## config.mk

```make
export PLATFORM = sky130hd
export DESIGN_NAME = booth_mult_top
export DESIGN_NICKNAME = d
export VERILOG_FILES = /design/src/rtl/booth_pkg.sv /design/src/rtl/booth_rst_sync.sv /design/src/rtl/booth_datapath.sv /design/src/rtl/booth_ctrl.sv /design/src/rtl/booth_mult_top.sv
export SDC_FILE = /design/constraint.sdc
export NUM_CORES = 1
export LEC_CHECK = 0
export CAP_MARGIN = 40
export CORE_MARGIN = 2
export CORE_UTILIZATION = 35
export DETAILED_ROUTE_END_ITERATION = 16
export DONT_BUFFER_PORTS = 1
export REMOVE_ABC_BUFFERS = 1
export SLEW_MARGIN = 25
export SYNTH_ARGS = -nofsm -noshare
export SYNTH_HDL_FRONTEND = slang
export SYNTH_SLANG_ARGS = --single-unit
```

## constraint.sdc

```tcl
create_clock -name clk -period 2.5 [get_ports clk]
set_input_delay 0 -clock clk [delete_from_list [all_inputs] [get_ports clk]]
set_output_delay 0 -clock clk [all_outputs]
set_load 0.005 [all_outputs]
```

## src/rtl/booth_pkg.sv

```systemverilog
package booth_pkg;
  typedef enum logic [2:0] {
    ST_IDLE  = 3'd0,
    ST_LOAD  = 3'd1,
    ST_EVAL  = 3'd2,
    ST_ARITH = 3'd3,
    ST_SHIFT = 3'd4,
    ST_DONE  = 3'd5
  } booth_state_e;
endpackage

```

## src/rtl/booth_rst_sync.sv

```systemverilog
module booth_rst_sync (
  input  logic clk,
  input  logic rst_n,
  output logic rst_n_sync
);
  logic [1:0] stage_q;

  always_ff @(posedge clk or negedge rst_n) begin
    if (!rst_n) stage_q <= 2'b00;
    else        stage_q <= {stage_q[0], 1'b1};
  end

  assign rst_n_sync = stage_q[1];
endmodule

```

## src/rtl/booth_datapath.sv

```systemverilog
module booth_datapath #(
  parameter int W = 4
) (
  input  logic           clk,
  input  logic           rst_n,
  input  logic           ld_i,
  input  logic           add_i,
  input  logic           sub_i,
  input  logic           shift_i,
  input  logic           dec_i,
  input  logic [W-1:0]   mcand_i,
  input  logic [W-1:0]   mplier_i,
  output logic           q0_o,
  output logic           qm1_o,
  output logic           cnt_zero_o,
  output logic [2*W-1:0] product_o
);
  localparam int AW = W + 1;            // accumulator with guard bit
  localparam int CW = $clog2(W + 1);

  logic [AW-1:0] m_q, acc_q, acc_d, sum;
  logic [W-1:0]  q_q, q_d;
  logic          qm1_q, qm1_d;
  logic [CW-1:0] cnt_q;
  logic          acc_en, cnt_en;

  // add/sub unit at accumulator width; carry out of the top bit is dropped
  always_comb begin
    sum = acc_q;
    if (add_i)      sum = acc_q + m_q;
    else if (sub_i) sum = acc_q - m_q;
  end

  always_comb begin
    acc_d = acc_q;
    q_d   = q_q;
    qm1_d = qm1_q;
    if (ld_i) begin
      acc_d = '0;
      q_d   = mplier_i;
      qm1_d = 1'b0;
    end else if (add_i || sub_i) begin
      acc_d = sum;
    end else if (shift_i) begin
      acc_d = {acc_q[AW-1], acc_q[AW-1:1]};
      q_d   = {acc_q[0], q_q[W-1:1]};
      qm1_d = q_q[0];
    end
  end

  assign acc_en = ld_i | add_i | sub_i | shift_i;
  assign cnt_en = ld_i | dec_i;

  always_ff @(posedge clk or negedge rst_n) begin
    if (!rst_n) begin
      m_q <= '0;
    end else if (ld_i) begin
      m_q <= {mcand_i[W-1], mcand_i};
    end
  end

  always_ff @(posedge clk or negedge rst_n) begin
    if (!rst_n) begin
      acc_q <= '0;
      q_q   <= '0;
      qm1_q <= 1'b0;
    end else if (acc_en) begin
      acc_q <= acc_d;
      q_q   <= q_d;
      qm1_q <= qm1_d;
    end
  end

  always_ff @(posedge clk or negedge rst_n) begin
    if (!rst_n)        cnt_q <= '0;
    else if (cnt_en) begin
      if (ld_i)        cnt_q <= CW'(W);
      else             cnt_q <= cnt_q - 1'b1;
    end
  end

  assign q0_o       = q_q[0];
  assign qm1_o      = qm1_q;
  assign cnt_zero_o = (cnt_q == '0);
  assign product_o  = {acc_q[W-1:0], q_q};
endmodule

```

## src/rtl/booth_ctrl.sv

```systemverilog
module booth_ctrl
  import booth_pkg::*;
(
  input  logic clk,
  input  logic rst_n,
  input  logic start_i,
  input  logic q0_i,
  input  logic qm1_i,
  input  logic cnt_zero_i,
  output logic ld_o,
  output logic add_o,
  output logic sub_o,
  output logic shift_o,
  output logic dec_o,
  output logic done_o
);
  booth_state_e state_q, state_d;

  always_comb begin
    state_d = state_q;
    unique case (state_q)
      ST_IDLE:  if (start_i) state_d = ST_LOAD;
      ST_LOAD:  state_d = ST_EVAL;
      ST_EVAL: begin
        if (cnt_zero_i)          state_d = ST_DONE;
        else if (q0_i ^ qm1_i)   state_d = ST_ARITH;
        else                     state_d = ST_SHIFT;
      end
      ST_ARITH: state_d = ST_SHIFT;
      ST_SHIFT: state_d = ST_EVAL;
      ST_DONE:  state_d = ST_IDLE;
      default:  state_d = ST_IDLE;
    endcase
  end

  always_ff @(posedge clk or negedge rst_n) begin
    if (!rst_n) state_q <= ST_IDLE;
    else        state_q <= state_d;
  end

  assign ld_o    = (state_q == ST_LOAD);
  assign add_o   = (state_q == ST_ARITH) && !q0_i &&  qm1_i;
  assign sub_o   = (state_q == ST_ARITH) &&  q0_i && !qm1_i;
  assign shift_o = (state_q == ST_SHIFT);
  assign dec_o   = (state_q == ST_SHIFT);
  assign done_o  = (state_q == ST_DONE);
endmodule

```

## src/rtl/booth_mult_top.sv

```systemverilog
module booth_mult_top #(
  parameter int W = 4
) (
  input  logic           clk,
  input  logic           rst_n,
  input  logic           start,
  input  logic [W-1:0]   mcand,
  input  logic [W-1:0]   mplier,
  output logic           done,
  output logic [2*W-1:0] product
);
  logic rst_n_s;
  logic ld_s, add_s, sub_s, shift_s, dec_s;
  logic q0_s, qm1_s, cnt_zero_s;

  booth_rst_sync rst_sync_i (
    .clk        (clk),
    .rst_n      (rst_n),
    .rst_n_sync (rst_n_s)
  );

  booth_ctrl ctrl_i (
    .clk        (clk),
    .rst_n      (rst_n_s),
    .start_i    (start),
    .q0_i       (q0_s),
    .qm1_i      (qm1_s),
    .cnt_zero_i (cnt_zero_s),
    .ld_o       (ld_s),
    .add_o      (add_s),
    .sub_o      (sub_s),
    .shift_o    (shift_s),
    .dec_o      (dec_s),
    .done_o     (done)
  );

  booth_datapath #(.W(W)) dp_i (
    .clk        (clk),
    .rst_n      (rst_n_s),
    .ld_i       (ld_s),
    .add_i      (add_s),
    .sub_i      (sub_s),
    .shift_i    (shift_s),
    .dec_i      (dec_s),
    .mcand_i    (mcand),
    .mplier_i   (mplier),
    .q0_o       (q0_s),
    .qm1_o      (qm1_s),
    .cnt_zero_o (cnt_zero_s),
    .product_o  (product)
  );
endmodule

```

== After elaboration in Yosys (flattened, before gate mapping) ==
Index checks and enable logic that the tools add are counted.

* Input port bits: 11
* Register bits after elaboration: 22
* Output and inout port bits: 9
* Logic and storage cells: 57

* Reductions and logical operators: 17
* Bitwise operators: 5
* Multiplexer cells: 16
* Add/subtract/negate cells: 3
* Eq/ne operators: 8

{| class="wikitable"
|+ Operator list
! cell !! count
|-
| 5-bit two-way mux || 4
|-
| 4-bit two-way mux || 4
|-
| 3-bit two-way mux || 4
|-
| 3-bit one-hot mux with 4 select lines || 1
|-
| 3-bit AND reduction || 3
|-
| 3-bit by 2-bit == test with 1-bit output, second input constant || 2
|-
| 3-bit == test, second input constant || 2
|-
| 3-bit logical NOT || 2
|-
| 3-bit nonzero test || 2
|-
| 5-bit adder || 1
|-
| 5-bit subtractor || 1
|-
| 1-bit logical AND || 4
|-
| 4-bit by 1-bit != test with 1-bit output, second input constant || 1
|-
| 1-bit OR || 4
|-
| 2-bit nonzero test || 2
|-
| 3-bit by 1-bit == test with 1-bit output, second input constant || 1
|-
| 1-bit two-way mux || 3
|-
| 3-bit by 1-bit subtractor with 3-bit output, second input constant || 1
|-
| 1-bit logical NOT || 2
|-
| 2-bit by 1-bit != test with 1-bit output, second input constant || 1
|-
| 2-bit != test, second input constant || 1
|-
| 2-bit OR reduction || 1
|-
| 1-bit logical OR || 1
|-
| 1-bit XOR || 1
|}

== Longest topological paths before layout ==
* Depth after elaboration: 7
* Gate-level depth with buffers: 11
* Mapped depth without buffers: 10

== Hierarchy ==
Synthesis repeated with hierarchy kept, for this count alone.

* Cell total of the unflattened synthesis: 143
* Area, all modules: 1,367.6 µm²

{| class="wikitable"
|+ By module, submodules not included
! module !! area an instance (µm²) !! cells each !! times used !! seq. area each (µm²)
|-
| booth_datapath || 1,126.1 || 120 || 1 || 425.4
|-
| booth_ctrl || 187.7 || 20 || 1 || 75.1
|-
| booth_rst_sync || 53.8 || 3 || 1 || 50.0
|}

== Worst setup path after synthesis ==
No wires, ideal clock.

* Path kind: reg2reg
* Start point: reg ctrl_i.state_q[2]
* End point: reg dp_i.acc_q[4]
* Period minus slack after synthesis: 2,512 ps
* Setup time: 129 ps
* Buffers on the path: 0
* Path slack: -12 ps
* Data required time: 2,371 ps
* Data arrival time: 2,383 ps
* Stages on the path, launching flop included: 10
* Cell sequence: dfrtp_1 -> nand3b_4 -> nor3b_2 -> mux2_2 -> fa_1 -> a21o_1 -> a21oi_1 -> xor2_1 -> xnor2_1 -> a21oi_1

* Word-level cells in the longest chain between the ends: 7
* Elaborated cells between the ends (all ways): 17
* Classes of those cells: 3 x eq/ne; 3 x mux; 3 x bitwise; 8 x reduce/logical

{| class="wikitable"
|+ RTL lines
! element !! line !! source
|-
| start: declaration || booth_ctrl.sv:17 || <nowiki>booth_state_e state_q, state_d;</nowiki>
|-
| start signal: assignment || booth_ctrl.sv:38 || <nowiki>else state_q <= state_d;</nowiki>
|-
| 3-bit by 2-bit == test with 1-bit output || booth_ctrl.sv:42, booth_ctrl.sv:43 ||
|-
| 1-bit logical AND (2 in series) || booth_ctrl.sv:42 || <nowiki>assign add_o = (state_q == ST_ARITH) && !q0_i && qm1_i;</nowiki>
|-
| 1-bit OR (3 in series) || booth_datapath.sv:51 || <nowiki>assign acc_en = ld_i | add_i | sub_i | shift_i;</nowiki>
|-
| 3-bit AND reduction (no line) || - ||
|-
| end signal: assignment || booth_datapath.sv:64 || <nowiki>acc_q <= '0;</nowiki>
|-
| end signal: assignment || booth_datapath.sv:68 || <nowiki>acc_q <= acc_d;</nowiki>
|-
| end: declaration || booth_datapath.sv:21 || <nowiki>logic [AW-1:0] m_q, acc_q, acc_d, sum;</nowiki>
|}

Several ways; a longest one is shown, not always the timed one. The select of a mux whose other input is x is not followed.
A chain may end at the register's enable or synchronous reset.

== Worst setup path in the final report ==
Same ends and word-level chain as after synthesis.

==> out/results.ini <==
[setup_path]
crit_path_end_kind=flip-flop
reg2reg_slack_ps=130
r2r-end=dp_i.acc_q[4]
cpMaxStageDelayCell=dfrtp_1
crit_fanout=2
r2r_cells=9
crit_type=reg -> reg
cp.buffers_inverters=0
crit_chain=nand3b_4, nor3b_4, mux2_4, fa_2, a21o_1, a21oi_2, xor2_1, xnor2_1, a21oi_1
cp_data_required_time_ps=2640
r2r_start=ctrl_i.state_q[2]
cp-start-kind=flip-flop
crit_family=compound AO/OA/AOI/OAI gates
slowest_delay_ps=380
worstPathArrival_ps=2510

[synth]
synthCells=143
syn_area_um2=1338
synthTopCellsByArea=dfrtp_1 41%, ha_1 6.5%, a21oi_1 4.5%
synth_common_cells=22 x dfrtp_1, 16 x nand2_1, 12 x a21oi_1
ys_seq_area_share_pct=41.16
synth_top_cell_by_area=dfrtp_1
synth.top_cell.area_share_pct=41.16
postSynthAreaPerCell_um2=9.353
ys.flop_type=dfrtp_1
async_flop_share_pct=100.0
synthMostInstantiatedCell=dfrtp_1
ys_warn_count=0
synth_edf_count=0
yosysUniqueCellTypes=36
ys_seq_elements=22

[timing]
drv_slew=0
timing.final.crit_share_pct=94.75
finalCriticalPeriod_ps=2369
setup_violations=0
fmax_ghz=0.4221
hold_viol=0
setup-tns-final_ps=0
skew_ps=1.515

[grt]
grt_use_met3_pct=3.578
grt_pass1_wl_um=5002
gr-total-overflow=0
grt_max_degree=23
grt_use_met2_pct=23.48
grt_pass1_vias=1119
antenna_found_initial=0
grt.busiest_layer=met2
grt_use_met1_pct=20.04
grt.total_usage_pct=14.72

[route]
routedWlPerCell_um=14.01
wirelength_um=2830
drtIter0Drc=32
ant_nets=0
via_count=1066
via_per_inst=5.277
drt_first_pass_iters=4
route.detailed.drc=0

[floorplan]
die_x_um=65.82
die_area_um2=4332
start_util_pct=36.53
core_area_um2=3661
die_height_um=65.82
fp-row-count=22
io_pins=20

[run]
maxCapViolCount=0

[placement]
gp_congestion=0.8297
port_buffers=0
dp_hpwl_um=2086
dp.cells=186

[pwr]
peakVddDrop_mv=0.5721
finalPower_mw=2.111
p_per_area_nw_per_um2=1349
leakagePower_nw=0.7019

[cells_and_area]
antenna_cells=0
final_cells=202
area_growth_pct=17.03
fin_util_pct=42.75
drive_above_1_share_pct=12.34
finalNetCount=174

[clock_network]
cts_buffers=3
clockBufferDepth=2
clk_pin_slew_ps=80
htreeDepth=1
postCtsSetupBuffers=0
cts_tree=yes
clk_latency_ps=260
clkSinkCount=22
clock-root-buffer=clkbuf_8

[status]
status=finished clean

[hold_path]
hold_path_class=reg -> async

flip-flops by register name, summed over array words and instances (netlist names):
register            cells
ctrl_i.state_q          3
dp_i.acc_q              5
dp_i.cnt_q              3
dp_i.m_q                4
dp_i.q_q                4
dp_i.qm1_o              1
rst_sync_i.stage_q      2
layout make-up:
| cell class | instances | area [um^2] |
|---|---|---|
| flip-flops and latches | 22 | 550.5 |
| fillers | 348 | 2096 |
| well taps | 48 | 60.06 |
| multi-input cells | 102 | 706.9 |
| inverters | 9 | 33.78 |
| clock buffers | 4 | 55.05 |
| repair buffers | 17 | 158.9 |
cells by family after synthesis:
logic type	Yosys count	share of synthesized area, %
compound gates	46	21.61
xor+xnor	7	5.146
fa+ha+maj	8	8.045
buf+inv	19	7.204
flops	22	41.16
mux	4	3.087
other cells	1	0.2804
simple gates	36	13.47
through the flow:
stage               instance area [um^2]  hold WS [ps]  setup WS, ps
CTS                                 1538         354.5         18.51
finish                              1565         136.5         131.2
detailed placement                  1373        -295.5         31.65
global placement                    1373        -295.5         104.5
floorplan                           1275        -295.6        -227.0
global route                        1565         170.3        -7.966
placed cells by master, fill, tap and decap left out, types with 3 or more instances in the layout:
cell type      count
a21oi_1           11
nand2_1           16
dlygate4sd3_1     11
xnor2_1            3
o21ai_0            8
ha_1               7
buf_4              5
inv_1              7
o22ai_1            9
clkbuf_8           4
dfrtp_1           22
nor2_1            11
a21o_1             3
mux2i_1            3
xor2_1             3
o22a_1             3
a21oi_2            3
report_power, final:
group          internal [mW]  switching [mW]  leakage (nW)
logic                  0.529           0.673         0.404
registers              0.504           0.151         0.269
clock network          0.140           0.114        0.0288
total                   1.17           0.938         0.702
per-layer routing:
layer  routed length, um  vias up  share of wire (%)
li1                    -      525                  -
met4                  13        0               0.46
met2                1355       22                 48
met3                 133        2                4.7
met1                1328      517                 47
met5                   0        -                  0
worst max path at each step:
stage | from | endpoint | cells after the start
final | ctrl_i.state_q[2] | dp_i.acc_q[4] | 9
after global routing | ctrl_i.state_q[2] | dp_i.acc_q[4] | 9
after CTS | ctrl_i.state_q[2] | dp_i.acc_q[4] | 9
after detailed placement | ctrl_i.state_q[2] | dp_i.acc_q[4] | 9
after global placement | ctrl_i.state_q[2] | dp_i.acc_q[4] | 9
after floorplan | ctrl_i.state_q[0] | dp_i.acc_q[4] | 9
repair_timing:
item,CTS,global route
hold endpoints to repair,11,0
endpoints found under the setup margin,0,1
gates resized for setup,0,4
hold buffers,11,0
worst reg2reg max path: cells and delay by family (launching register included):
family / cells / cell delay, ps
adder cells (fa/ha/maj): 1 / 370
AO/OA/AOI/OAI: 3 / 420
flip-flops: 1 / 380
multiplexers: 1 / 340
XOR/XNOR: 2 / 330
AND/OR/NAND/NOR: 2 / 410
Power figures use the tool's default switching activity.
